### src/rtl/pxb_pkg.sv
package pxb_pkg;

    localparam int CPU_AW = 16;
    localparam int BYTE_W = 8;

    typedef logic [BYTE_W-1:0] byte_t;

    typedef enum logic [1:0] {
        TGT_NONE = 2'd0,
        TGT_INT  = 2'd1,
        TGT_EXT  = 2'd2
    } target_t;

    typedef struct packed {
        logic io;
        logic rd;
        logic wr;
    } bus_ctl_t;

    function automatic logic hit_window(input byte_t hi, input byte_t mask,
                                        input byte_t match);
        return (hi & mask) == match;
    endfunction

endpackage

### src/rtl/pxb_addr_latch.sv
module pxb_addr_latch
    import pxb_pkg::*;
(
    input  logic  clk,
    input  logic  rst,
    input  logic  ale,
    input  byte_t ad_i,
    output byte_t lo_addr
);
    byte_t lo_q;

    always_ff @(posedge clk) begin
        if (rst)      lo_q <= '0;
        else if (ale) lo_q <= ad_i;
    end

    // transparent during the address phase, held afterwards
    assign lo_addr = ale ? ad_i : lo_q;

    a_r2_low_hold: assert property (@(posedge clk) disable iff (rst)
        (!ale && $past(!ale)) |-> lo_addr == $past(lo_addr));

endmodule

### src/rtl/pxb_page_reg.sv
module pxb_page_reg
    import pxb_pkg::*;
#(
    parameter int                PAGE_W    = 8,
    parameter logic [CPU_AW-1:0] PAGE_ADDR = 16'h00F0
) (
    input  logic              clk,
    input  logic              rst,
    input  logic              ale,
    input  bus_ctl_t          ctl,
    input  logic [CPU_AW-1:0] addr,
    input  byte_t             wdata,
    output logic [PAGE_W-1:0] page_eff
);
    logic [PAGE_W-1:0] page_q;
    logic [PAGE_W-1:0] cyc_q;
    logic              hit;

    assign hit = ctl.io && ctl.wr && (addr == PAGE_ADDR);

    always_ff @(posedge clk) begin
        if (rst) begin
            page_q <= '0;
            cyc_q  <= '0;
        end else begin
            if (hit) page_q <= wdata[PAGE_W-1:0];
            if (ale) cyc_q  <= page_q;
        end
    end

    // cycle page follows the register only during the address phase
    assign page_eff = ale ? page_q : cyc_q;

    a_r5_reset_page: assert property (@(posedge clk)
        rst |=> page_q == '0);

    a_r4_page_stable_in_cycle: assert property (@(posedge clk) disable iff (rst)
        (!ale && $past(!ale)) |-> page_eff == $past(page_eff));

    a_r6_no_stray_write: assert property (@(posedge clk) disable iff (rst)
        !ctl.io |=> page_q == $past(page_q));

endmodule

### src/rtl/pxb_decode.sv
module pxb_decode
    import pxb_pkg::*;
#(
    parameter int    PAGE_W    = 8,
    parameter byte_t WIN_MASK  = 8'h00,
    parameter byte_t WIN_MATCH = 8'h00
) (
    input  byte_t             hi,
    input  bus_ctl_t          ctl,
    input  logic [PAGE_W-1:0] page,
    output target_t           tgt
);
    always_comb begin
        tgt = TGT_NONE;
        if (!ctl.io && hit_window(hi, WIN_MASK, WIN_MATCH)) begin
            if (page == '0) tgt = TGT_INT;
            else            tgt = TGT_EXT;
        end
    end
endmodule

### src/rtl/paged_xram_bridge.sv
module paged_xram_bridge
    import pxb_pkg::*;
#(
    parameter int                PAGE_W    = 8,
    parameter int                EXT_W     = 2,
    parameter byte_t             WIN_MASK  = 8'h00,
    parameter byte_t             WIN_MATCH = 8'h00,
    parameter logic [CPU_AW-1:0] PAGE_ADDR = 16'h00F0
) (
    input  logic                      clk,
    input  logic                      rst,
    input  logic [7:0]                mcu_ad_i,
    output logic [7:0]                mcu_ad_o,
    output logic                      mcu_ad_oe,
    input  logic [7:0]                mcu_a_hi,
    input  logic                      mcu_ale,
    input  logic                      mcu_rd_n,
    input  logic                      mcu_wr_n,
    input  logic                      mcu_io,
    output logic                      int_ram_sel,
    output logic [CPU_AW+EXT_W-1:0]   ram_a,
    input  logic [7:0]                ram_dq_i,
    output logic [7:0]                ram_dq_o,
    output logic                      ram_dq_oe,
    output logic                      ram_ce_n,
    output logic                      ram_oe_n,
    output logic                      ram_we_n
);
    localparam int RAM_AW = CPU_AW + EXT_W;

    bus_ctl_t          ctl;
    byte_t             lo_addr;
    logic [PAGE_W-1:0] page_eff;
    target_t           tgt;
    logic              ext_sel;

    assign ctl = '{io: mcu_io, rd: !mcu_rd_n, wr: !mcu_wr_n};

    pxb_addr_latch u_latch (
        .clk     (clk),
        .rst     (rst),
        .ale     (mcu_ale),
        .ad_i    (mcu_ad_i),
        .lo_addr (lo_addr)
    );

    pxb_page_reg #(.PAGE_W(PAGE_W), .PAGE_ADDR(PAGE_ADDR)) u_page (
        .clk      (clk),
        .rst      (rst),
        .ale      (mcu_ale),
        .ctl      (ctl),
        .addr     ({mcu_a_hi, lo_addr}),
        .wdata    (mcu_ad_i),
        .page_eff (page_eff)
    );

    pxb_decode #(.PAGE_W(PAGE_W), .WIN_MASK(WIN_MASK), .WIN_MATCH(WIN_MATCH)) u_dec (
        .hi   (mcu_a_hi),
        .ctl  (ctl),
        .page (page_eff),
        .tgt  (tgt)
    );

    generate
        if (EXT_W > 0) begin : g_ext
            assign ram_a = {page_eff[EXT_W-1:0], mcu_a_hi, lo_addr};
        end else begin : g_noext
            assign ram_a = {mcu_a_hi, lo_addr};
        end
    endgenerate

    assign ext_sel     = (tgt == TGT_EXT);
    assign int_ram_sel = (tgt == TGT_INT);
    assign ram_ce_n    = !ext_sel;
    assign ram_oe_n    = !(ext_sel && ctl.rd);
    assign ram_we_n    = !(ext_sel && ctl.wr);
    assign ram_dq_o    = mcu_ad_i;
    assign ram_dq_oe   = ext_sel && ctl.wr;
    assign mcu_ad_o    = ram_dq_i;
    assign mcu_ad_oe   = ext_sel && ctl.rd;

    a_r10_exclusive_sel: assert property (@(posedge clk) disable iff (rst)
        !(int_ram_sel && !ram_ce_n));

    a_r8_oe_needs_ce: assert property (@(posedge clk) disable iff (rst)
        !ram_oe_n |-> (!ram_ce_n && !mcu_rd_n));

    a_r8_we_needs_ce: assert property (@(posedge clk) disable iff (rst)
        !ram_we_n |-> (!ram_ce_n && !mcu_wr_n));

    a_r7_io_no_select: assert property (@(posedge clk) disable iff (rst)
        mcu_io |-> (ram_ce_n && !int_ram_sel));

    a_r3_high_pass: assert property (@(posedge clk) disable iff (rst)
        ram_a[15:8] == mcu_a_hi);

    initial begin
        assert (RAM_AW == CPU_AW + EXT_W && PAGE_W >= EXT_W);
    end

endmodule

### config.mk
export PLATFORM = sky130hd
export DESIGN_NAME = paged_xram_bridge
export DESIGN_NICKNAME = d
export VERILOG_FILES = /design/src/rtl/pxb_pkg.sv /design/src/rtl/pxb_addr_latch.sv /design/src/rtl/pxb_page_reg.sv /design/src/rtl/pxb_decode.sv /design/src/rtl/paged_xram_bridge.sv
export SDC_FILE = /design/constraint.sdc
export NUM_CORES = 1
export LEC_CHECK = 0
export BUFFER_PORTS_ARGS = -buffer_cell sky130_fd_sc_hd__buf_2
export CORE_MARGIN = 10
export CORE_UTILIZATION = 48
export DETAILED_ROUTE_END_ITERATION = 10
export PLACE_DENSITY = 0.93
export SETUP_SLACK_MARGIN = 0.4
export SLEW_MARGIN = 20
export SYNTH_ARGS = -nofsm -noshare
export SYNTH_HDL_FRONTEND = slang
export SYNTH_HIERARCHICAL = 1
export SYNTH_SLANG_ARGS = --single-unit
### constraint.sdc
create_clock -name clk -period 4.05 [get_ports clk]
set_clock_uncertainty 0.15 [all_clocks]
set_input_delay 0.6075 -clock clk [delete_from_list [all_inputs] [get_ports clk]]
set_output_delay 0.6075 -clock clk [all_outputs]
set_load 0.01 [all_outputs]
==> results of run 1 <==
[registers in the layout, indices dropped and copies added (netlist names)]
name / cells
u_latch/lo_q: 8
u_page/page_q: 8
u_page/cyc_q: 8
[critical path, cell delays in order]
cell,delay [ns]
buf_2,0.37
mux2_2,0.41
or4_1,0.60
nor3_2,0.27
and2b_2,0.19
buf_2,0.12
[how the worst min path moves through the flow]
| stage | from | end | slack [ns] |
|---|---|---|---|
| global route | u_page/page_q[5] | u_page/page_q[5] | 0.36 |
| finish | u_page/page_q[2] | u_page/page_q[2] | 0.34 |
| CTS | u_page/page_q[3] | u_page/page_q[3] | 0.34 |
| global placement | u_page/page_q[3] | u_page/page_q[3] | 0.31 |
| floorplan | u_page/page_q[0] | u_page/page_q[0] | 0.30 |
| detailed placement | u_page/page_q[3] | u_page/page_q[3] | 0.32 |
[layout by cell type, fill, tap and decap left out, drive strengths merged]
master / n
dfxtp: 24
or3b: 2
bufinv: 1
nor4b: 2
nand2: 1
and2b: 1
nor4bb: 1
or4: 3
nor3: 2
nor2b: 16
nor3b: 2
clkbuf: 3
buf: 53
inv: 1
mux2: 16
mux2i: 8
or2b: 1
nand3: 1
nand2b: 16
o21ba: 1
[metal layers]
layer  up-vias  global-route usage
met5         -                   0
met4         0              0.0253
met3         6              0.0531
met2        28               0.181
met1       435               0.116
li1        453                   -
[power breakdown]
group | total (µW) | switching, µW | internal (µW)
sequential | 242 | 1.52 | 241
clock | 171 | 70.9 | 100
combinational | 72.6 | 35.9 | 36.7
total | 486 | 108 | 377
[metrics by stage]
stage / cells / power (µW)
floorplan: 126 / 306
global placement: 182 / 319
CTS: 186 / 490
finish: 186 / 486
global route: 186 / 506
detailed placement: 182 / 321
[cell type report]
cell class	instances	share of cell area
Sequential cell	24	0.324
Clock buffer	3	0.0152
Clock inverter	1	0.0203
Tap cell	31	0.0262
Inverter	1	0.00253
Multi-Input combinational cell	73	0.433
Timing Repair Buffer	53	0.179
==> flow_summary.ini, run 1 <==
[clocking]
hold_buffers = 0
path_clk_slew_ns = 0.13
cts.sink_count = 24
cts_setup_buffers = 0
clockBufferDepth = 2
cts-buffers-inserted = 3
root_buffer = clkbuf_4
cts_resized = 0
cts_tree = done
h-tree-depth = 1
insertion_delay_ns = 0.32

[power]
power_density_nw_per_um2 = 328
worst_ir_drop_vdd_mv = 0.277
p_leak_uw = 0.000692

[floorplanning]
core_area_um2 = 2710
num_rows = 19
die_h_um = 72.6
die_area_um2 = 5270
start_util = 0.490
num_io_pins = 70
dieWidth_um = 72.6

[worst_setup_path]
reg2reg_from = u_latch/lo_q[1]
r2r_cells = 5
reg2reg_slack_ns = 1.89
endpoint_kind = output pin
critPathKind = in2out
cp-start-kind = primary input
r2r_end = u_page/page_q[6]
cp.required_ns = 3.29
cp-startpoint = mcu_ale
crit_end = int_ram_sel
worst_ep_arrival_time_ns = 2.57
cp_max_fo = 16

[sta]
fin_ws_ns = 0.723
rsz0062_at_grt = false
fmax_mhz = 301
final.setup.tns_ns = 0
finalMaxSlewViolations = 0
max_slew_margin = 0.616
min_period_ns = 3.33
tightest_slew_ns = 0.573
finalSetupViolCount = 0
finalHoldViolCount = 0
post-route-period-util = 0.821
holdWs_ns = 0.340

[global_routing]
grt_pass1_wl_mm = 4.66
grt.overflow.total = 0
grt_pass1_vias = 974
grt_usage = 0.107
antenna_found_initial = 0
grt_max_degree = 33

[routing]
drc = 0
dr.pass1.iters = 2
vias_per_cell = 4.96
ant_nets = 0
routed.top_layer = met4
wl_met2_mm = 1.52
drt_iter0_drc = 15
routed_wl_mm = 3.03
wl_met1_mm = 1.21
dr_wl_met3_um = 244
num_vias = 922
wl_per_cell_um = 16.3

[placed_design]
hpwlAfterDp_mm = 2.39
post-place-ws_ns = 0.726
gp_congestion = 0.778
port_buffers = 53
dpl_cell_area_um2 = 1430

[finish]
area_growth_pct = 11.6
nFillCells = 231
fin_util = 0.547
fin_area_um2 = 1480
register_area_um2 = 480
drive_above_1_share = 0.503
final_nets = 186
diodes = 0
multi_input_area_um2 = 642

[logic_synthesis]
yosysWarnings = 6
netlist_area_um2 = 1330
synthCells = 126
syn_area_per_cell_um2 = 10.5
synth_fp_nets = 156

[min_path]
hold_path.class = reg2reg
hold_path_depth = 2

[run]
drv_cap = 0

[outcome]
outcome = finished, final reports clean
(Power assumes the default switching activity.)
==> run 2, diff against run 1 <==
- CORE_UTILIZATION: 48 -> 40
- PLACE_DENSITY: 0.93 -> 0.84
- clock period: 4.05 -> 3 ns (I/O delays scaled with it)
==> run 2 against run 1 <==
  * Critical path depth shrank 1
  * Sequential share of layout area fell by 1.4 points
  * First-iteration DRC count rose to 2.9 times the previous value
  * Via count did not move
  * Clock power about the same
  * Largest cell class unchanged
  * Largest power group unchanged
  * Highest routed layer unchanged
==> flow_summary.ini, run 2 (synthesized netlist as in run 1, its figures left out) <==
[clocking]
clockBufferDepth = 2
path_clk_slew_ns = 0.13
insertion_delay_ns = 0.31
cts_tree = done
cts-buffers-inserted = 3
root_buffer = clkbuf_4
h-tree-depth = 1
cts.sink_count = 24

[power]
worst_ir_drop_vdd_mv = 0.143
swShare = 0.242
p_leak_uw = 0.000715
power_density_nw_per_um2 = 381
clockPowerShare = 0.281
p_int_uw = 452
power_frac_comb = 0.172
p_sw_uw = 144
p_seq_frac = 0.547

[global_routing]
grt_pass1_wl_mm = 4.63
antenna_found_initial = 0
grt.overflow.total = 0
grt_usage = 0.0929
grt_pass1_vias = 899
grt_max_degree = 33

[floorplanning]
core_area_um2 = 3130
dieWidth_um = 77.6
start_util = 0.425
num_io_pins = 70
die_area_um2 = 6030
die_h_um = 77.6
num_rows = 20

[finish]
area_growth_pct = 17.8
fin_util = 0.500
biggestRegsByFlops = u_latch/lo_q (8), u_page/cyc_q (8), u_page/page_q (8)
final_common_cell = buf_2
final_nets = 190
drive_above_1_share = 0.553
diodes = 0
fin_area_um2 = 1570
most-common-layout-cells = 51 x buf_2, 20 x dfxtp_1, 16 x nor2b_1, 16 x nand2b_1, 12 x mux2_4

[worst_setup_path]
cp_max_fo = 6
worst_ep_arrival_time_ns = 2.04
cp.required_ns = 2.40
cp-start-kind = flip-flop
endpoint_kind = output pin
critPathKind = reg2out

[sta]
rsz0062_at_grt = true
post-route-period-util = 0.879
tightest_slew_ns = 0.454
max_slew_margin = 0.698
finalSetupViolCount = 0
finalHoldViolCount = 0
final.setup.tns_ns = 0
min_period_ns = 2.64
fmax_mhz = 379
finalMaxSlewViolations = 0
holdWs_ns = 0.253

[routing]
routed_wl_mm = 2.93
vias_per_cell = 4.54
drt_iter0_drc = 43
num_vias = 922
wl_per_cell_um = 14.5
drc = 0
ant_nets = 0
dr.pass1.iters = 2

[min_path]
hold_path.class = in2reg

[placed_design]
dpl_cell_area_um2 = 1470
gp_congestion = 0.713
port_buffers = 53
hpwlAfterDp_mm = 2.32

[outcome]
outcome = finished, final reports clean

[run]
drv_cap = 0
-- run 2: cell types whose count changed in the layout (fill, tap and decap cells not counted), sizes merged --
cell,change
bufinv,-1
buf,+4
clkbuf,+1
-- run 2: critical path, stage by stage (launching register included) --
cell	delay, ns
dfxtp_2	0.34
mux2_4	0.25
or4_4	0.56
o21ba_4	0.25
and2b_2	0.21
buf_6	0.10
-- run 2: area by class of cell --
class,count,area (µm²)
fill,307,1560
multi-input combinational,73,673
sequential,24,485
timing repair buffer,57,312
tap,44,55.1
clock buffer,4,36.3
inverter,1,3.75
-- run 2: through the flow --
| stage | instances | power, µW | setup WS (ns) |
|---|---|---|---|
| after global routing | 203 | 620 | 0.303 |
| after detailed placement | 197 | 433 | 0.213 |
| after CTS | 202 | 603 | 0.349 |
| after global placement | 197 | 431 | 0.245 |
| after floorplan | 126 | 414 | 0.411 |
| final | 203 | 596 | 0.364 |
-- run 2: metal layers --
metal | GRT usage | wire [µm]
met4 | 0.0438 | 31
met3 | 0.0495 | 373
met5 | 0 | 0
met2 | 0.148 | 1370
met1 | 0.0987 | 1160
-- run 2: power groups by stage --
stage / Clock (µW) / Sequential (µW) / Combinational (µW)
2_1_floorplan: 0 / 333 / 80.9
3_3_place_gp: 0 / 333 / 97.8
3_5_place_dp: 0 / 334 / 99.4
4_1_cts: 173 / 327 / 103
5_1_grt: 181 / 327 / 112
6_report: 168 / 326 / 102
-- run 2: worst paths after layout --
path,endpoint,from,slack [ns],cells past startpoint
min reg2reg,u_page/page_q[3],u_page/page_q[3],0.33,2
min,u_page/page_q[7],mcu_ad_i[7],0.25,3
max reg2reg,u_page/page_q[0],u_latch/lo_q[1],0.97,6
max,int_ram_sel,u_page/page_q[7],0.36,5
-- run 2: timing repair --
| item | 4_1_cts | 5_1_grt |
|---|---|---|
| buffers inserted | 1 | 1 |
| pin swaps | 3 | 4 |
| setup endpoints to repair | 6 | 6 |
| hold buffers | 0 | 0 |
| gates resized for setup | 10 | 4 |
==> run 3, diff against run 2 <==
- CORE_UTILIZATION: 40 -> 25
- PLACE_DENSITY: 0.84 -> 0.6
==> run 3 against run 2 <==
  * Sequential cell count is the same
  * Maximum frequency up 2.2%
  * Wire length grew 4.3%
  * Clock-buffer cell count decreased by 1
  * Sequential share of layout area shrank 2.6 points
  * Critical path depth up 1
  * Non-clock buffer count up 3
  * Register-to-register slack improved by 0.02 ns
  * Utilization is 17 points lower
  * Final area rose by 8.2%
  * Critical endpoint unchanged
==> flow_summary.ini, run 3 (synthesized netlist as in run 1, its figures left out) <==
[outcome]
outcome = finished, final reports clean

[clocking]
clockBufferDepth = 2
path_clk_slew_ns = 0.09
cts_tree = done
insertion_delay_ns = 0.27
h-tree-depth = 1
cts-buffers-inserted = 3
root_buffer = clkbuf_8
cts.sink_count = 24

[floorplanning]
die_h_um = 92.9
core_area_um2 = 5140
num_rows = 26
num_io_pins = 70
dieWidth_um = 92.9
die_area_um2 = 8630
start_util = 0.259

[worst_setup_path]
cp-start-kind = primary input
r2r_end = u_page/page_q[6]
critPathTopFamily = simple AND/OR/NAND/NOR gates
reg2reg_slack_ns = 0.99
critPathBufInv = 2
r2r_cells = 7
path_cells = buf_12 > mux2_2 > or4_4 > o21ba_4 > and2b_2 > buf_6
worst_ep_arrival_time_ns = 1.98
crit_path_max_incr_delay_ns = 0.54
reg2reg_from = u_latch/lo_q[1]
cp.required_ns = 2.40
cp_max_fo = 6
critPathKind = in2out
endpoint_kind = output pin
slowest_stage = or4_4

[routing]
routed_wl_mm = 3.06
vias_per_cell = 4.13
drt_iter0_drc = 53
ant_nets = 0
wl_per_cell_um = 13.2
drc = 0
num_vias = 957
dr.pass1.iters = 4

[placed_design]
port_buffers = 53
hpwlAfterDp_mm = 2.31
gp_congestion = 0.720
dpl_cell_area_um2 = 1530
post-place-ws_ns = 0.128
dp.cells = 225

[sta]
post-route-period-util = 0.860
holdWs_ns = 0.301
finalMaxSlewViolations = 0
tightest_slew_ns = 0.475
finalHoldViolCount = 0
rsz0062_at_grt = true
final.setup.tns_ns = 0
finalSetupViolCount = 0
min_period_ns = 2.58
fin_ws_ns = 0.420
fmax_mhz = 388
max_slew_margin = 0.683

[finish]
fin_area_um2 = 1690
register_area_um2 = 482
most-common-layout-cells = 51 x buf_2, 23 x dfxtp_1, 16 x nor2b_1, 16 x nand2b_1, 13 x mux2_4
final_nets = 193
diodes = 0
layoutNonFillerInstCount = 232
drive_above_1_share = 0.543
biggestRegsByFlops = u_latch/lo_q (8), u_page/cyc_q (8), u_page/page_q (8)
area_growth_pct = 27.4
multi_input_area_um2 = 677
final_common_cell = buf_2
nFillCells = 563

[power]
worst_ir_drop_vdd_mv = 0.329
power_density_nw_per_um2 = 426
p_leak_uw = 0.000757

[min_path]
min-delay-start = mcu_ad_i[4]
hold_path.class = in2reg
hold_path_depth = 3
min_to = u_page/page_q[4]

[global_routing]
grt_usage = 0.0683
antenna_found_initial = 0
grt_max_degree = 33
grt_pass1_vias = 1022
grt_pass1_wl_mm = 4.87
grt.overflow.total = 0

[run]
drv_cap = 0
-- run 3: cell types whose count changed in the layout (fill, tap and decap cells not counted), sizes merged --
cell	previous run	this run
bufinv	0	1
clkbuf	4	3
buf	57	60
-- run 3: cell type report --
| cell class | count | share of cell area |
|---|---|---|
| flip-flops and latches | 24 | 0.285 |
| clock inverters | 1 | 0.0177 |
| well taps | 70 | 0.0517 |
| inverters | 1 | 0.00222 |
| multi-input cells | 73 | 0.400 |
| clock buffers | 3 | 0.0244 |
| repair buffers | 60 | 0.220 |
-- run 3: per-layer routing --
metal / GRT usage / part of all wire / wire, µm / vias up
li1: - / - / - / 467
met1: 0.0846 / 0.47 / 1430 / 440
met2: 0.0987 / 0.39 / 1180 / 48
met3: 0.0452 / 0.14 / 435 / 2
met4: 0.00771 / 0.0026 / 8 / 0
met5: 0 / 0 / 0 / -
-- run 3: repair_timing --
| action | 4_1_cts | 5_1_grt |
|---|---|---|
| hold buffers | 0 | 0 |
| resized for setup | 13 | 1 |
| gates cloned | 1 | 0 |
| setup buffers | 1 | 1 |
| setup endpoints to repair | 6 | 6 |
| pin swaps | 3 | 2 |
-- run 3: worst reg2reg max path: stages (launching register included) --
cell     delay, ns
dfxtp_1       0.30
mux2_4        0.28
nor4b_1       0.34
buf_4         0.19
nand3_1       0.12
nor3_4        0.23
buf_12        0.16
mux2i_1       0.18
-- run 3: where the power goes --
| part | total [µW] | switching, µW | internal [µW] |
|---|---|---|---|
| clock network | 284 | 105 | 179 |
| logic | 111 | 50.7 | 60.3 |
| registers | 326 | 1.61 | 325 |
| total | 721 | 158 | 563 |
-- run 3: worst max-delay path by stage --
stage	start	end	slack (ns)	cells after the start
6_report	mcu_ale	int_ram_sel	0.42	6
5_1_grt	u_page/page_q[2]	int_ram_sel	0.33	5
4_1_cts	mcu_ale	int_ram_sel	0.41	6
3_5_place_dp	mcu_ale	int_ram_sel	0.13	6
3_3_place_gp	mcu_ale	int_ram_sel	0.16	6
2_1_floorplan	mcu_ale	int_ram_sel	0.41	5
-- run 3: per-stage QoR --
step / utilization / total power (µW)
3_5_place_dp: 0.297 / 437
3_3_place_gp: 0.297 / 436
4_1_cts: 0.328 / 733
5_1_grt: 0.329 / 752
2_1_floorplan: - / 414
6_report: 0.329 / 721
